===== src/rtl/pktbuf_pkg.sv =====
package pktbuf_pkg;

   localparam int CTRL_W   = 32;
   localparam int CNT_W    = 16;
   localparam int CNT_LSB  = 16;
   localparam int BIT_RXRD = 0;
   localparam int BIT_TXFR = 1;

   typedef enum logic [1:0] {
      RX_ROUTER = 2'd0,
      RX_CPU    = 2'd1,
      RX_HOLD   = 2'd2
   } rx_own_e;

   typedef enum logic [1:0] {
      TX_CPU    = 2'd0,
      TX_DRAIN  = 2'd1,
      TX_HOLD   = 2'd2
   } tx_own_e;

endpackage


===== src/rtl/pktbuf_rx_owner.sv =====
module pktbuf_rx_owner
   import pktbuf_pkg::*;
#(
   parameter int LEN_W = 16
)(
   input  logic             clk,
   input  logic             rst,
   input  logic             rel_i,
   input  logic             fill_done_i,
   input  logic [LEN_W-1:0] fill_lines_i,
   output logic             fill_ready_o,
   output logic             cpu_own_o,
   output logic [LEN_W-1:0] len_o
);

   rx_own_e          state_q;
   logic [LEN_W-1:0] len_q;

   always_ff @(posedge clk) begin
      if (rst) begin
         state_q <= RX_ROUTER;
         len_q   <= '0;
      end else begin
         unique case (state_q)
            RX_ROUTER: if (fill_done_i) begin
               state_q <= RX_CPU;
               len_q   <= fill_lines_i;
            end
            RX_CPU:    if (rel_i)  state_q <= RX_HOLD;
            RX_HOLD:   if (!rel_i) state_q <= RX_ROUTER;
            default:   state_q <= RX_ROUTER;
         endcase
      end
   end

   assign fill_ready_o = (state_q == RX_ROUTER);
   assign cpu_own_o    = (state_q == RX_CPU);
   assign len_o        = len_q;


   fill_capture_chk: assert property (@(posedge clk) disable iff (rst)
      (fill_ready_o && fill_done_i) |=> (cpu_own_o && len_o == $past(fill_lines_i)));


   release_drop_chk: assert property (@(posedge clk) disable iff (rst)
      (cpu_own_o && rel_i) |=> !cpu_own_o);


   no_early_rearm_chk: assert property (@(posedge clk) disable iff (rst)
      $rose(fill_ready_o) |-> $past(!rel_i));

endmodule


===== src/rtl/pktbuf_tx_owner.sv =====
module pktbuf_tx_owner
   import pktbuf_pkg::*;
#(
   parameter int LEN_W = 16
)(
   input  logic             clk,
   input  logic             rst,
   input  logic             commit_i,
   input  logic [LEN_W-1:0] count_i,
   input  logic             drain_done_i,
   output logic             offer_o,
   output logic             valid_o,
   output logic [LEN_W-1:0] lines_o
);

   tx_own_e          state_q;
   logic [LEN_W-1:0] cnt_q;
   logic             commit_q;
   logic             commit_rise;

   assign commit_rise = commit_i && !commit_q;

   always_ff @(posedge clk) begin
      if (rst) begin
         state_q  <= TX_CPU;
         cnt_q    <= '0;
         commit_q <= 1'b0;
      end else begin
         commit_q <= commit_i;
         unique case (state_q)
            TX_CPU:   if (commit_rise) begin
               state_q <= TX_DRAIN;
               cnt_q   <= count_i;
            end
            TX_DRAIN: if (drain_done_i) state_q <= TX_HOLD;
            TX_HOLD:  if (!commit_i)    state_q <= TX_CPU;
            default:  state_q <= TX_CPU;
         endcase
      end
   end

   assign offer_o = (state_q == TX_CPU);
   assign valid_o = (state_q == TX_DRAIN);
   assign lines_o = cnt_q;


   commit_take_chk: assert property (@(posedge clk) disable iff (rst)
      (offer_o && $rose(commit_i)) |=> (valid_o && !offer_o && lines_o == $past(count_i)));


   count_hold_chk: assert property (@(posedge clk) disable iff (rst)
      (valid_o && $past(valid_o)) |-> $stable(lines_o));


   reoffer_chk: assert property (@(posedge clk) disable iff (rst)
      $rose(offer_o) |-> $past(!commit_i));


   done_drop_chk: assert property (@(posedge clk) disable iff (rst)
      (valid_o && drain_done_i) |=> !valid_o);

endmodule


===== src/rtl/pktbuf_status_pack.sv =====
module pktbuf_status_pack
   import pktbuf_pkg::*;
#(
   parameter int LEN_W         = 16,
   parameter bit MASK_IDLE_LEN = 1'b1
)(
   input  logic              rx_ready_i,
   input  logic              tx_free_i,
   input  logic [LEN_W-1:0]  rx_len_i,
   output logic [CTRL_W-1:0] status_o
);

   localparam int PAD_W = CNT_W - LEN_W;

   logic [CNT_W-1:0] len_field;

   generate
      if (MASK_IDLE_LEN) begin : g_masked
         assign len_field = rx_ready_i ? CNT_W'(rx_len_i) : '0;
      end else begin : g_raw
         assign len_field = CNT_W'(rx_len_i);
      end
   endgenerate

   always_comb begin
      status_o                       = '0;
      status_o[BIT_RXRD]             = rx_ready_i;
      status_o[BIT_TXFR]             = tx_free_i;
      status_o[CTRL_W-1:CNT_LSB]     = len_field;
   end

   initial begin
      if (PAD_W < 0) $error("LEN_W exceeds status count field");
   end

endmodule


===== src/rtl/pktbuf_handshake.sv =====
module pktbuf_handshake
   import pktbuf_pkg::*;
#(
   parameter int LINE_W    = 16,
   parameter int BUF_LINES = 512
)(
   input  logic        clk,
   input  logic        rst,
   input  logic [31:0] rx_ctrl_i,
   input  logic [31:0] tx_ctrl_i,
   output logic [31:0] status_o,
   output logic        fill_ready_o,
   input  logic        fill_done_i,
   input  logic [15:0] fill_lines_i,
   output logic        drain_valid_o,
   output logic [15:0] drain_lines_o,
   input  logic        drain_done_i
);

   localparam int MIN_W = $clog2(BUF_LINES + 1);

   generate
      if (LINE_W > CNT_W) begin : g_bad_w
         $error("LINE_W wider than the 16-bit count field");
      end
      if (MIN_W > LINE_W) begin : g_bad_depth
         $error("LINE_W cannot express BUF_LINES");
      end
   endgenerate

   logic              rx_cpu;
   logic              tx_offer;
   logic [LINE_W-1:0] rx_len;
   logic [LINE_W-1:0] tx_lines;

   pktbuf_rx_owner #(.LEN_W(LINE_W)) rx_i (
      .clk          (clk),
      .rst          (rst),
      .rel_i        (rx_ctrl_i[0]),
      .fill_done_i  (fill_done_i),
      .fill_lines_i (fill_lines_i[LINE_W-1:0]),
      .fill_ready_o (fill_ready_o),
      .cpu_own_o    (rx_cpu),
      .len_o        (rx_len)
   );

   pktbuf_tx_owner #(.LEN_W(LINE_W)) tx_i (
      .clk          (clk),
      .rst          (rst),
      .commit_i     (tx_ctrl_i[0]),
      .count_i      (tx_ctrl_i[CNT_LSB +: LINE_W]),
      .drain_done_i (drain_done_i),
      .offer_o      (tx_offer),
      .valid_o      (drain_valid_o),
      .lines_o      (tx_lines)
   );

   pktbuf_status_pack #(.LEN_W(LINE_W), .MASK_IDLE_LEN(1'b1)) st_i (
      .rx_ready_i (rx_cpu),
      .tx_free_i  (tx_offer),
      .rx_len_i   (rx_len),
      .status_o   (status_o)
   );

   assign drain_lines_o = CNT_W'(tx_lines);


   idle_len_zero_chk: assert property (@(posedge clk) disable iff (rst)
      !status_o[0] |-> (status_o[31:16] == 16'h0));

endmodule


===== config.mk =====
export PLATFORM = sky130hd
export DESIGN_NAME = pktbuf_handshake
export DESIGN_NICKNAME = d
export VERILOG_FILES = /design/src/rtl/pktbuf_pkg.sv /design/src/rtl/pktbuf_rx_owner.sv /design/src/rtl/pktbuf_tx_owner.sv /design/src/rtl/pktbuf_status_pack.sv /design/src/rtl/pktbuf_handshake.sv
export SDC_FILE = /design/constraint.sdc
export NUM_CORES = 1
export LEC_CHECK = 0
export BUFFER_PORTS_ARGS = -buffer_cell sky130_fd_sc_hd__buf_2
export CAP_MARGIN = 20
export CORE_ASPECT_RATIO = 1.75
export CORE_MARGIN = 1
export CORE_UTILIZATION = 45
export CTS_BUF_LIST = sky130_fd_sc_hd__clkbuf_8
export CTS_CLUSTER_SIZE = 12
export DETAILED_ROUTE_END_ITERATION = 6
export GPL_TIMING_DRIVEN = 0
export PLACE_DENSITY = 0.95
export SYNTH_ARGS = -nofsm -noshare
export SYNTH_HDL_FRONTEND = slang
export SYNTH_SLANG_ARGS = --single-unit

===== constraint.sdc =====
create_clock -name clk -period 2 [get_ports clk]
set_input_delay 0.6 -clock clk [delete_from_list [all_inputs] [get_ports clk]]
set_output_delay 0.6 -clock clk [all_outputs]
set_load 0.02 [all_outputs]

# After elaboration in Yosys (flattened, before gate mapping)
# Index checks and enable logic that the tools add are counted.
[classes]
shift = 0
muxes = 9
div_mod_pow = 0
magnitude_cmp = 0
addsub = 0
n_reduce_logical = 8
multipliers = 0
eq_ne = 10
n_bitwise = 0
[ops]
columns = ["operator", "count"]
rows = [
  ["two-way mux 16 bit", 1],
  ["two-way mux 2 bit", 6],
  ["case mux 2 bit (3 select lines)", 2],
  ["!= test 2 bit (second input constant)", 4],
  ["AND reduction 3 bit", 2],
  ["== test 2 x 1 -> 1 bit (second input constant)", 2],
  ["== test 2 bit (second input constant)", 2],
  ["zero test 2 bit", 2],
  ["!= test 2 x 1 -> 1 bit (second input constant)", 2],
  ["AND reduction 2 bit", 2],
  ["logical AND 1 bit", 1],
  ["zero test 1 bit", 1],
]
[word_totals]
ff_bits = 37
n_memories = 0
wordCells = 32
rom_bits = 0
latch_bits = 0
mem_bits_rw = 0

# Depth between registers and ports, before layout
[depth]
depth_word = 4
ltp_mapped = 4

# Cells and area by module
# From an unflattened synthesis, not the netlist that was laid out.
[hier_totals]
hier_cells = 194
area_unflattened_um2 = 1930.6
[by_module_without_submodules]
columns = ["module", "cells_each", "n_inst", "area_each_um2"]
rows = [
  ["pktbuf_tx_owner", 81, 1, 854.6],
  ["pktbuf_rx_owner", 79, 1, 825.8],
  ["pktbuf_status_pack", 34, 1, 250.2],
]

# Worst setup path after synthesis
# No wires, ideal clock.
[synth_timing]
kind = "register to output"
startpoint = "register rx_i.state_q[1]"
endpoint = "output status_o[18]"
path_buffers = 1
stages_incl_launch_ff = 4
arrival_ns = 0.982
t_required_ns = 1.400
slack_ns = 0.418
cell_sequence = "dfxtp_1 > and2b_1 > buf_2 > and2_1"
[synth_via]
elab_chain_len = 2
[synth_rtl]
columns = ["item", "line_no", "source"]
rows = [
  ["from (decl)", "pktbuf_rx_owner.sv:16", "rx_own_e state_q;"],
  ["from (signal assigned)", "pktbuf_rx_owner.sv:21", "state_q <= RX_ROUTER;"],
  ["from (signal assigned)", "pktbuf_rx_owner.sv:26", "state_q <= RX_CPU;"],
  ["from (signal assigned)", "pktbuf_rx_owner.sv:29", "RX_CPU: if (rel_i) state_q <= RX_HOLD;"],
  ["== test 2 x 1 -> 1 bit", "pktbuf_rx_owner.sv:37", "assign cpu_own_o = (state_q == RX_CPU);"],
  ["named net rx_cpu", "pktbuf_handshake.sv:31", "logic rx_cpu;"],
  ["two-way mux 16 bit", "pktbuf_status_pack.sv:19", "assign len_field = rx_ready_i ? CNT_W'(rx_len_i) : '0;"],
  ["to (decl)", "pktbuf_handshake.sv:11", "output logic [31:0] status_o,"],
]
# The timed path passes the listed nets, and every way through them passes these cells.

# Worst setup path in the final report
[layout_timing]
startpoint = "register rx_i.state_q[1]"
endpoint = "output status_o[30]"
[layout_via]
elab_chain_len = 2
[layout_rtl]
columns = ["item", "line_no"]
rows = [
  ["== test 2 x 1 -> 1 bit", "pktbuf_rx_owner.sv:37"],
  ["two-way mux 16 bit", "pktbuf_status_pack.sv:19"],
]
# Every way passes these cells.

==> results.yml <==
status:
  status: "finished, final reports clean"
clocking:
  cts_hold_buffers: 0
  cts_buffer_depth: 2
  clk_pin_slew_ns: 0.07
  cts_sinks: 37
  clock_latency_ns: 0.28
  cts_tree: "yes"
  clockRootBuffer: "clkbuf_8"
  cts_inserted_buffers: 5
  cts_htree_levels: 2
sta:
  layout_setup_ws_ns: 0.0824
  period_share: 0.959
  tns_ns: 0
  rsz0062_at_grt: "no"
  setup_viol: 0
  clock.fmax_mhz: 521
  slew_violations: 0
  layout_min_cycle_time_ns: 1.92
  finalClockSkew_ns: 0.00614
  hold_viol_final: 0
power_and_ir_drop:
  p_total_mw: 1.66
  clkPwrFrac: 0.284
  power_switching_mw: 0.460
  seq_power_share: 0.492
  comb_power_share: 0.224
  switching_share: 0.277
  power_leakage_nw: 1.21
  powerDensity_nw_per_um2: 674
  vdd_drop_max_uv: 636
  cellInternalPower_mw: 1.20
hold_path:
  hold_class: "reg2reg"
  hold_start: "rx_i.len_o[9]"
  holdPathEnd: "rx_i.len_o[9]"
  whs_path_depth: 2
worst_setup_path:
  crit_buf_inv: 2
  crit_path_max_incr_delay_ns: 0.33
  r2r-start: "rx_i.state_q[1]"
  crit_arrival_ns: 1.32
  slowest_stage: "dfxtp_2"
  worstPathMaxFanout: 5
  rrSetupSlack_ns: 0.64
  critPathLaunchType: "flip-flop"
  crit_chain: "and2b_2, buf_4, and2_1, buf_2"
  r2r-end: "rx_i.len_o[12]"
  required_ns: 1.40
  setup.worst_path.end_class: "output port"
  path_class: "reg2out"
  cp_top_family: "simple AND/OR/NAND/NOR gates"
  ff2ff_path_depth: 5
detailed_routing:
  routed_wl_mm: 3.83
  num_vias: 1502
  drt_first_pass_iters: 4
  via_per_inst: 4.47
  antenna_left: 0
  first_iter_violations: 25
  post_drt_wl_per_cell_microns: 11.4
  drc: 0
synthesis:
  synth-seq-cells: 37
  yosys-top-cells-area: "dfxtp_1, nand2b_1, mux2i_1"
  yosysTopAreaCell: "dfxtp_1"
  synth.top_cell.area_share: 0.392
  ys_warn_count: 0
  synth-seq-area-share: 0.392
  ys_types: 20
  postSynthCellCount: 194
  synth_area_per_cell_sq_um: 9.75
  synth.cell_area_sq_um: 1890
grt:
  grt-busiest-layer: "met2"
  overflow: 0
  grt.total_usage: 0.187
  met1_usage: 0.196
  grt_pass1_vias: 1415
  grt_max_degree: 11
  use_met3: 0.0538
  grtUsageMet2: 0.331
  grt_pass1_wl_mm: 6.19
  antenna_found_initial: 0
flow_run:
  max_cap_viol_count: 0
floorplanning:
  core_area_sq_um: 3940
  dieArea_sq_um: 4470
  die_w_microns: 51.0
  row_count: 30
  die_y_microns: 87.7
  start_util: 0.480
  io_pins: 134
cells_and_area:
  insertedDiodeCount: 0
  area_growth_pct: 30.4
  drive_gt1_frac: 0.378
  nNetsFinal: 373
placed_design:
  place.port_buffers: 72
  place_hpwl_mm: 2.87
  gp_congestion: 0.667
  dp_slack_ns: 0.170
-- cell usage after synthesis, drive strengths merged --
master,count
a21oi,1
and2b,2
mux2i,32
clkbuf,7
conb,1
xnor2,1
o21ba,2
nor2,2
dfxtp,37
buf,21
nor4b,1
and2,16
nor2b,1
nand2b,64
nor3b,4
nand3b,2
-- timing repair --
item,4_1_cts,5_1_grt
endpoints found under the hold margin,0,0
setup buffers,3,0
endpoints found under the setup margin,10,9
resized for setup,3,2
-- worst min-delay path, delay by kind of cell (launching register included) --
kind	cells	cell delay, ns
flip-flops	1	0.31
AND/OR/NAND/NOR	1	0.06
multiplexers	1	0.06
-- how the worst max path moves through the flow --
stage / from / to / slack (ns) / depth (start not counted)
2_1_floorplan: rx_i.state_q[1] / status_o[18] / 0.42 / 3
3_3_place_gp: rx_i.state_q[1] / status_o[29] / 0.18 / 4
3_5_place_dp: rx_i.state_q[1] / status_o[26] / 0.17 / 4
4_1_cts: rx_i.state_q[0] / status_o[26] / 0.04 / 4
5_1_grt: rx_i.state_q[1] / status_o[30] / 0.03 / 4
6_report: rx_i.state_q[1] / status_o[30] / 0.08 / 4
-- state kept, by name (all words and copies together), names as in the netlist --
signal         flops
rx_i.len_o        16
rx_i.state_q       2
tx_i.commit_q      1
tx_i.lines_o      16
tx_i.state_q       2
-- metal layers --
metal	routed length, microns	vias to the layer above
met5	0	-
met4	74	0
met3	247	5
met2	2000	57
met1	1510	667
li1	-	773
-- area by class of cell --
type,count,area [sq um]
plain buffers,28,208
repair buffers,75,383
flip-flops and latches,37,743
well taps,48,60.1
fillers,370,1480
clock inverters,1,5.00
clock buffers,5,68.8
multi-input cells,142,998
-- cell usage in the layout (no fill, tap or decap), drive strengths merged --
master	count
a21oi	1
and2	16
and2b	2
buf	96
clkbuf	12
clkinv	1
conb	14
dfxtp	37
mux2i	32
nand2b	64
nand3b	2
nor2	2
nor2b	1
nor3b	4
nor4b	1
o21ba	2
xnor2	1
-- cells by family after synthesis --
logic type | Yosys count | synth area share
compound gates | 3 | 0.0132
xor+xnor | 1 | 0.00463
buf+inv | 28 | 0.107
flops | 37 | 0.392
mux | 32 | 0.169
other cells | 1 | 0.00198
simple gates | 92 | 0.312
-- through the flow --
stage          hold slack [ns]  std cells  instance area, sq um   util
2_1_floorplan            0.444        207                  1940      -
3_3_place_gp             0.454        327                  2360  0.599
3_5_place_dp             0.458        327                  2360  0.599
4_1_cts                  0.472        336                  2460  0.624
5_1_grt                  0.493        336                  2470  0.626
6_report                 0.470        336                  2470  0.626
-- power groups by stage --
stage | clock (mW) | sequential (mW) | combinational, mW
final | 0.473 | 0.818 | 0.372
after global routing | 0.530 | 0.823 | 0.404
after CTS | 0.492 | 0.817 | 0.375
after detailed placement | 0 | 0.834 | 0.366
after global placement | 0 | 0.832 | 0.358
after floorplan | 0 | 0.857 | 0.235
Note: power is estimated with default switching activity, not from simulation.
